## src/rtl/notand_pkg.sv

```systemverilog
package notand_pkg;

    localparam int FLAG_W   = 6;
    localparam int FLAG_CF  = 0;
    localparam int FLAG_PF  = 1;
    localparam int FLAG_AF  = 2;
    localparam int FLAG_ZF  = 3;
    localparam int FLAG_SF  = 4;
    localparam int FLAG_OF  = 5;

    typedef enum logic [1:0] {
        MODE_REAL   = 2'd0,
        MODE_V86    = 2'd1,
        MODE_PROT32 = 2'd2,
        MODE_LONG   = 2'd3
    } cpu_mode_e;

endpackage

```

## src/rtl/notand_mode_decode.sv

```systemverilog
module notand_mode_decode
    import notand_pkg::*;
(
    input  logic [1:0] cpu_mode,
    input  logic       wide_sel,
    input  logic       len_bit,
    output logic       illegal,
    output logic       use_wide
);

    cpu_mode_e mode;

    always_comb begin
        mode     = cpu_mode_e'(cpu_mode);
        // Operation forbidden in the two legacy modes and with a nonzero length bit
        illegal  = len_bit || (mode == MODE_REAL) || (mode == MODE_V86);
        // Width prefix only honoured in 64-bit mode
        use_wide = (mode == MODE_LONG) && wide_sel;
    end

endmodule

```

## src/rtl/notand_datapath.sv

```systemverilog
module notand_datapath
    import notand_pkg::*;
#(
    parameter int DATA_W = 64
) (
    input  logic [DATA_W-1:0] src_inv,
    input  logic [DATA_W-1:0] src_pass,
    input  logic              use_wide,
    input  logic [FLAG_W-1:0] flags_in,
    output logic [DATA_W-1:0] result,
    output logic [FLAG_W-1:0] flags_new
);

    localparam int HALF_W = DATA_W / 2;

    logic [DATA_W-1:0] full;
    logic              sign;

    always_comb begin
        full = ~src_inv & src_pass;
        if (use_wide) begin
            result = full;
            sign   = full[DATA_W-1];
        end else begin
            result = {{(DATA_W-HALF_W){1'b0}}, full[HALF_W-1:0]};
            sign   = full[HALF_W-1];
        end
        flags_new          = flags_in;
        flags_new[FLAG_SF] = sign;
        flags_new[FLAG_ZF] = (result == '0);
        flags_new[FLAG_OF] = 1'b0;
        flags_new[FLAG_CF] = 1'b0;
    end

endmodule

```

## src/rtl/notand_exec.sv

```systemverilog
module notand_exec
    import notand_pkg::*;
#(
    parameter int DATA_W = 64
) (
    input  logic              clk,
    input  logic              rst,
    input  logic              in_valid,
    input  logic [DATA_W-1:0] src_inv,
    input  logic [DATA_W-1:0] src_pass,
    input  logic [1:0]        cpu_mode,
    input  logic              wide_sel,
    input  logic              len_bit,
    input  logic [FLAG_W-1:0] flags_in,
    output logic              out_valid,
    output logic [DATA_W-1:0] dest,
    output logic [FLAG_W-1:0] flags_out,
    output logic              dest_we,
    output logic              ud_trap
);

    localparam int HALF_W = DATA_W / 2;

    typedef struct packed {
        logic              vld;
        logic              we;
        logic              trap;
        logic [DATA_W-1:0] dest;
        logic [FLAG_W-1:0] flags;
    } state_t;

    state_t            st_d, st_q;
    logic              illegal;
    logic              use_wide;
    logic [DATA_W-1:0] result;
    logic [FLAG_W-1:0] flags_new;

    notand_mode_decode u_decode (
        .cpu_mode (cpu_mode),
        .wide_sel (wide_sel),
        .len_bit  (len_bit),
        .illegal  (illegal),
        .use_wide (use_wide)
    );

    notand_datapath #(.DATA_W(DATA_W)) u_dp (
        .src_inv   (src_inv),
        .src_pass  (src_pass),
        .use_wide  (use_wide),
        .flags_in  (flags_in),
        .result    (result),
        .flags_new (flags_new)
    );

    always_comb begin
        st_d      = st_q;
        st_d.vld  = in_valid;
        st_d.we   = in_valid && !illegal;
        st_d.trap = in_valid && illegal;
        if (in_valid) begin
            st_d.dest  = illegal ? '0 : result;
            st_d.flags = illegal ? flags_in : flags_new;
        end
    end

    always_ff @(posedge clk) begin
        if (rst) begin
            st_q.vld  <= 1'b0;
            st_q.we   <= 1'b0;
            st_q.trap <= 1'b0;
        end else begin
            st_q.vld  <= st_d.vld;
            st_q.we   <= st_d.we;
            st_q.trap <= st_d.trap;
        end
        st_q.dest  <= st_d.dest;
        st_q.flags <= st_d.flags;
    end

    assign out_valid = st_q.vld;
    assign dest_we   = st_q.we;
    assign ud_trap   = st_q.trap;
    assign dest      = st_q.dest;
    assign flags_out = st_q.flags;

    // Write-enable and trap never together
    p_we_excl_trap_r4: assert property (@(posedge clk) disable iff (rst)
        !(dest_we && ud_trap));

    p_len_trap_r4: assert property (@(posedge clk) disable iff (rst)
        (in_valid && len_bit) |=> (ud_trap && !dest_we && dest == '0));

    p_legacy_trap_r5: assert property (@(posedge clk) disable iff (rst)
        (in_valid && cpu_mode[1] == 1'b0) |=> ud_trap);

    p_valid_follow_r9: assert property (@(posedge clk) disable iff (rst)
        in_valid |=> out_valid);

    p_valid_idle_r9: assert property (@(posedge clk) disable iff (rst)
        !in_valid |=> (!out_valid && !ud_trap && !dest_we));

    p_upper_zero_r2: assert property (@(posedge clk) disable iff (rst)
        (in_valid && cpu_mode == 2'd2) |=> (dest[DATA_W-1:HALF_W] == '0));

    p_zero_flag_r7: assert property (@(posedge clk) disable iff (rst)
        dest_we |-> (flags_out[FLAG_ZF] == (dest == '0)));

    p_clear_ovf_carry_r8: assert property (@(posedge clk) disable iff (rst)
        dest_we |-> (!flags_out[FLAG_OF] && !flags_out[FLAG_CF]));

endmodule

```

## config.mk

```make
export PLATFORM = sky130hd
export DESIGN_NAME = notand_exec
export DESIGN_NICKNAME = d
export VERILOG_FILES = /design/src/rtl/notand_pkg.sv /design/src/rtl/notand_mode_decode.sv /design/src/rtl/notand_datapath.sv /design/src/rtl/notand_exec.sv
export SDC_FILE = /design/constraint.sdc
export NUM_CORES = 1
export LEC_CHECK = 0
export BUFFER_PORTS_ARGS = -buffer_cell sky130_fd_sc_hd__buf_2
export CORE_ASPECT_RATIO = 0.5
export CORE_MARGIN = 1.5
export CORE_UTILIZATION = 40
export CTS_BUF_LIST = sky130_fd_sc_hd__clkbuf_8
export DETAILED_ROUTE_END_ITERATION = 16
export GPL_TIMING_DRIVEN = 0
export HOLD_SLACK_MARGIN = 0.02
export PLACE_DENSITY = 0.75
export SYNTH_ARGS = -nofsm -noshare
export SYNTH_HDL_FRONTEND = slang
export SYNTH_HIERARCHICAL = 1
export SYNTH_SLANG_ARGS = --single-unit
```

## constraint.sdc

```tcl
create_clock -name clk -period 2.3 [get_ports clk]
set_clock_uncertainty 0.05 [all_clocks]
set_input_delay 0.23 -clock clk [delete_from_list [all_inputs] [get_ports clk]]
set_output_delay 0.23 -clock clk [all_outputs]
set_load 0.005 [all_outputs]
```

==> metrics.cfg <==
[setup_path]
crit_arrival_ps = 1870
worstSetupStartpointType = primary input
endpoint = flags_out[3]$_DFFE_PP_
path_depth = 8
critical_path_buf_inv_count = 3
end_kind = register
cpMaxStageDelayCell = clkbuf_1
crit_type = in2reg
path_cells = buf_2 > and3_1 > clkbuf_2 > clkbuf_1 > nand3b_1 > nand4b_1 > nor4_2 > mux2_2
critPathTopFamily = simple AND/OR/NAND/NOR gates
startpoint = cpu_mode[1]
crit_required_ps = 2350
cpPeakStageDelay_ps = 310
crit_fanout = 10

[clocking]
htree_levels = 3
cts.sinks = 73
cts_root_buf = clkbuf_8
cts_tree = built
clk_path_buf_depth = 2
numCtsBuffers = 9
clkTransAtPathRegs_ps = 70

[yosys]
synthCells = 270
synth_seq_cells = 73
synth.avg_cell_area_um2 = 13.1
yosysUniqueCellTypes = 33
async_flop_share_pct = 0
yosys_warnings = 6
synth_flop_cell = edfxtp_1
synth_edf_count = 70
syn-cell-area_um2 = 3530
ys_seq_area_share_pct = 61.3

[detailed_routing]
routedWlPerCell_um = 14.3
drt_iter0_drc = 136
vias = 2819
firstDrtPassIters = 4
vias_per_cell = 4.60
drc = 0
drtAntennaViolNets = 0
drt-total-wl_um = 8760

[place]
gp_congestion = 0.874
dp_hpwl_um = 6840
portBuffers = 213

[pwr]
p_int_uw = 2240
sw_frac_of_total_pct = 23.0
switching_power_uw = 669
total_power_uw = 2910
clkPwrFrac_pct = 33.1
peakVddDrop_uv = 315
power_density_nw_per_um2 = 589
seqPwrFrac_pct = 53.4
pwr-share-comb_pct = 13.5
leakagePower_uw = 0.00221

[global_route]
met1_usage_pct = 20.2
grt_pass1_wl_um = 13800
groute.layer.met2.usage_pct = 36.5
overflow = 0
grt_busiest_layer = met2
antenna_found_initial = 0
grt_pass1_vias = 2890
grt_max_degree = 74
met3_usage_pct = 5.92
track_usage_pct = 19.4

[sta]
rsz0062_at_grt = no
slew_violations = 0
fin_crit_sh_pct = 79.1
tightest_slew_ps = 901
hold_viol_final = 0
fin_crit_ps = 1820
relSlewSlack_pct = 39.9
tns_ps = 0
setup_viol = 0
max_freq_mhz = 550

[layout]
areaGrowthSynthToFinish_pct = 39.9
final_cell_mix = buf_2 (218), nor2b_1 (93), edfxtp_1 (70), inv_1 (11), and3b_2 (11)
drive_above_1_share_pct = 53.1
final_common_cell = buf_2
nFillCells = 736
fin_nets = 637
antenna_cells = 0

[floorplanning]
core-area_um2 = 8290
die_area_um2 = 9430
die_w_um = 136
rows = 23
pin_count = 214
dieHeight_um = 69.4
start_util_pct = 42.6

[min_path]
min_path_type = in2reg
worstHoldPathCells = 2

[run_status]
status = completed

[run]
maxCapViolCount = 0

[timing repair]
action,in CTS,in global routing
endpoints found under the hold margin,2,0
setup buffers,0,0
hold buffers,1,0
resized for setup,0,0
[power groups by stage]
stage / logic (uW) / registers [uW] / clock network [uW]
after detailed placement: 396 / 1580 / 0
after floorplan: 129 / 1600 / 0
final: 393 / 1550 / 964
after global placement: 390 / 1580 / 0
after CTS: 398 / 1560 / 991
after global routing: 433 / 1560 / 1060
[layout make-up]
class | count | area (um^2) | share of cell area [%]
multi-input cells | 172 | 1220 | 24.7
well taps | 112 | 140 | 2.84
flip-flops and latches | 73 | 2160 | 43.8
clock inverters | 7 | 62.6 | 1.27
plain buffers | 16 | 114 | 2.31
inverters | 10 | 37.5 | 0.760
repair buffers | 214 | 1080 | 21.8
clock buffers | 9 | 124 | 2.51
[worst min-delay path by stage]
stage	start	end	slack, ps
floorplan	rst	out_valid$_SDFF_PP0_	250
global placement	rst	out_valid$_SDFF_PP0_	360
detailed placement	rst	out_valid$_SDFF_PP0_	370
CTS	flags_in[0]	flags_out[0]$_DFFE_PP_	110
global route	flags_in[0]	flags_out[0]$_DFFE_PP_	110
finish	flags_in[0]	flags_out[0]$_DFFE_PP_	130
[per-stage QoR]
step	setup slack (ps)	hold slack (ps)	std cells	utilization [%]	cell area, um^2
after detailed placement	139	374	596	57.2	4740
after global routing	337	106	613	59.6	4940
final	480	132	613	59.6	4940
after global placement	199	365	596	57.2	4740
after CTS	507	113	613	59.6	4940
after floorplan	595	252	271	-	3530
[metal layers]
metal | up-vias | wire length (um)
met5 | - | 0
met4 | 0 | 204
li1 | 1398 | -
met1 | 1322 | 3410
met2 | 80 | 4720
met3 | 19 | 420
[cell families after synthesis]
kind of cell,count (synthesis),share of synthesized area (%)
other,1,0.106
multiplexers,6,2.34
buffers and inverters,26,4.29
AO/OA/AOI/OAI,6,1.10
AND/OR/NAND/NOR,158,30.9
flip-flops,73,61.3
[flip-flops by register name, indices dropped and copies added (netlist names)]
name and count:
dest 64, flags_out 6, dest_we 1, out_valid 1, ud_trap 1
[cells in the mapped netlist (3+ instances only)]
master    instances  share of area [%]
nor2b_1          93                 16
edfxtp_1         70                 60
and3b_2          11                3.1
inv_1            10                1.1
nor3b_1           9                1.9
nor4_1            9                1.6
and3b_1           7                1.7
buf_2             6               0.85
buf_4             5                1.1
and3b_4           4                1.4
mux2_4            4                1.7
nand2_1           4               0.43
nor2_1            4               0.43
o22ai_1           4               0.71
and2b_1           3               0.64
dfxtp_1           3                1.7
nand2b_1          3               0.53
nor4_2            3                1.1
(Power assumes the default switching activity.)
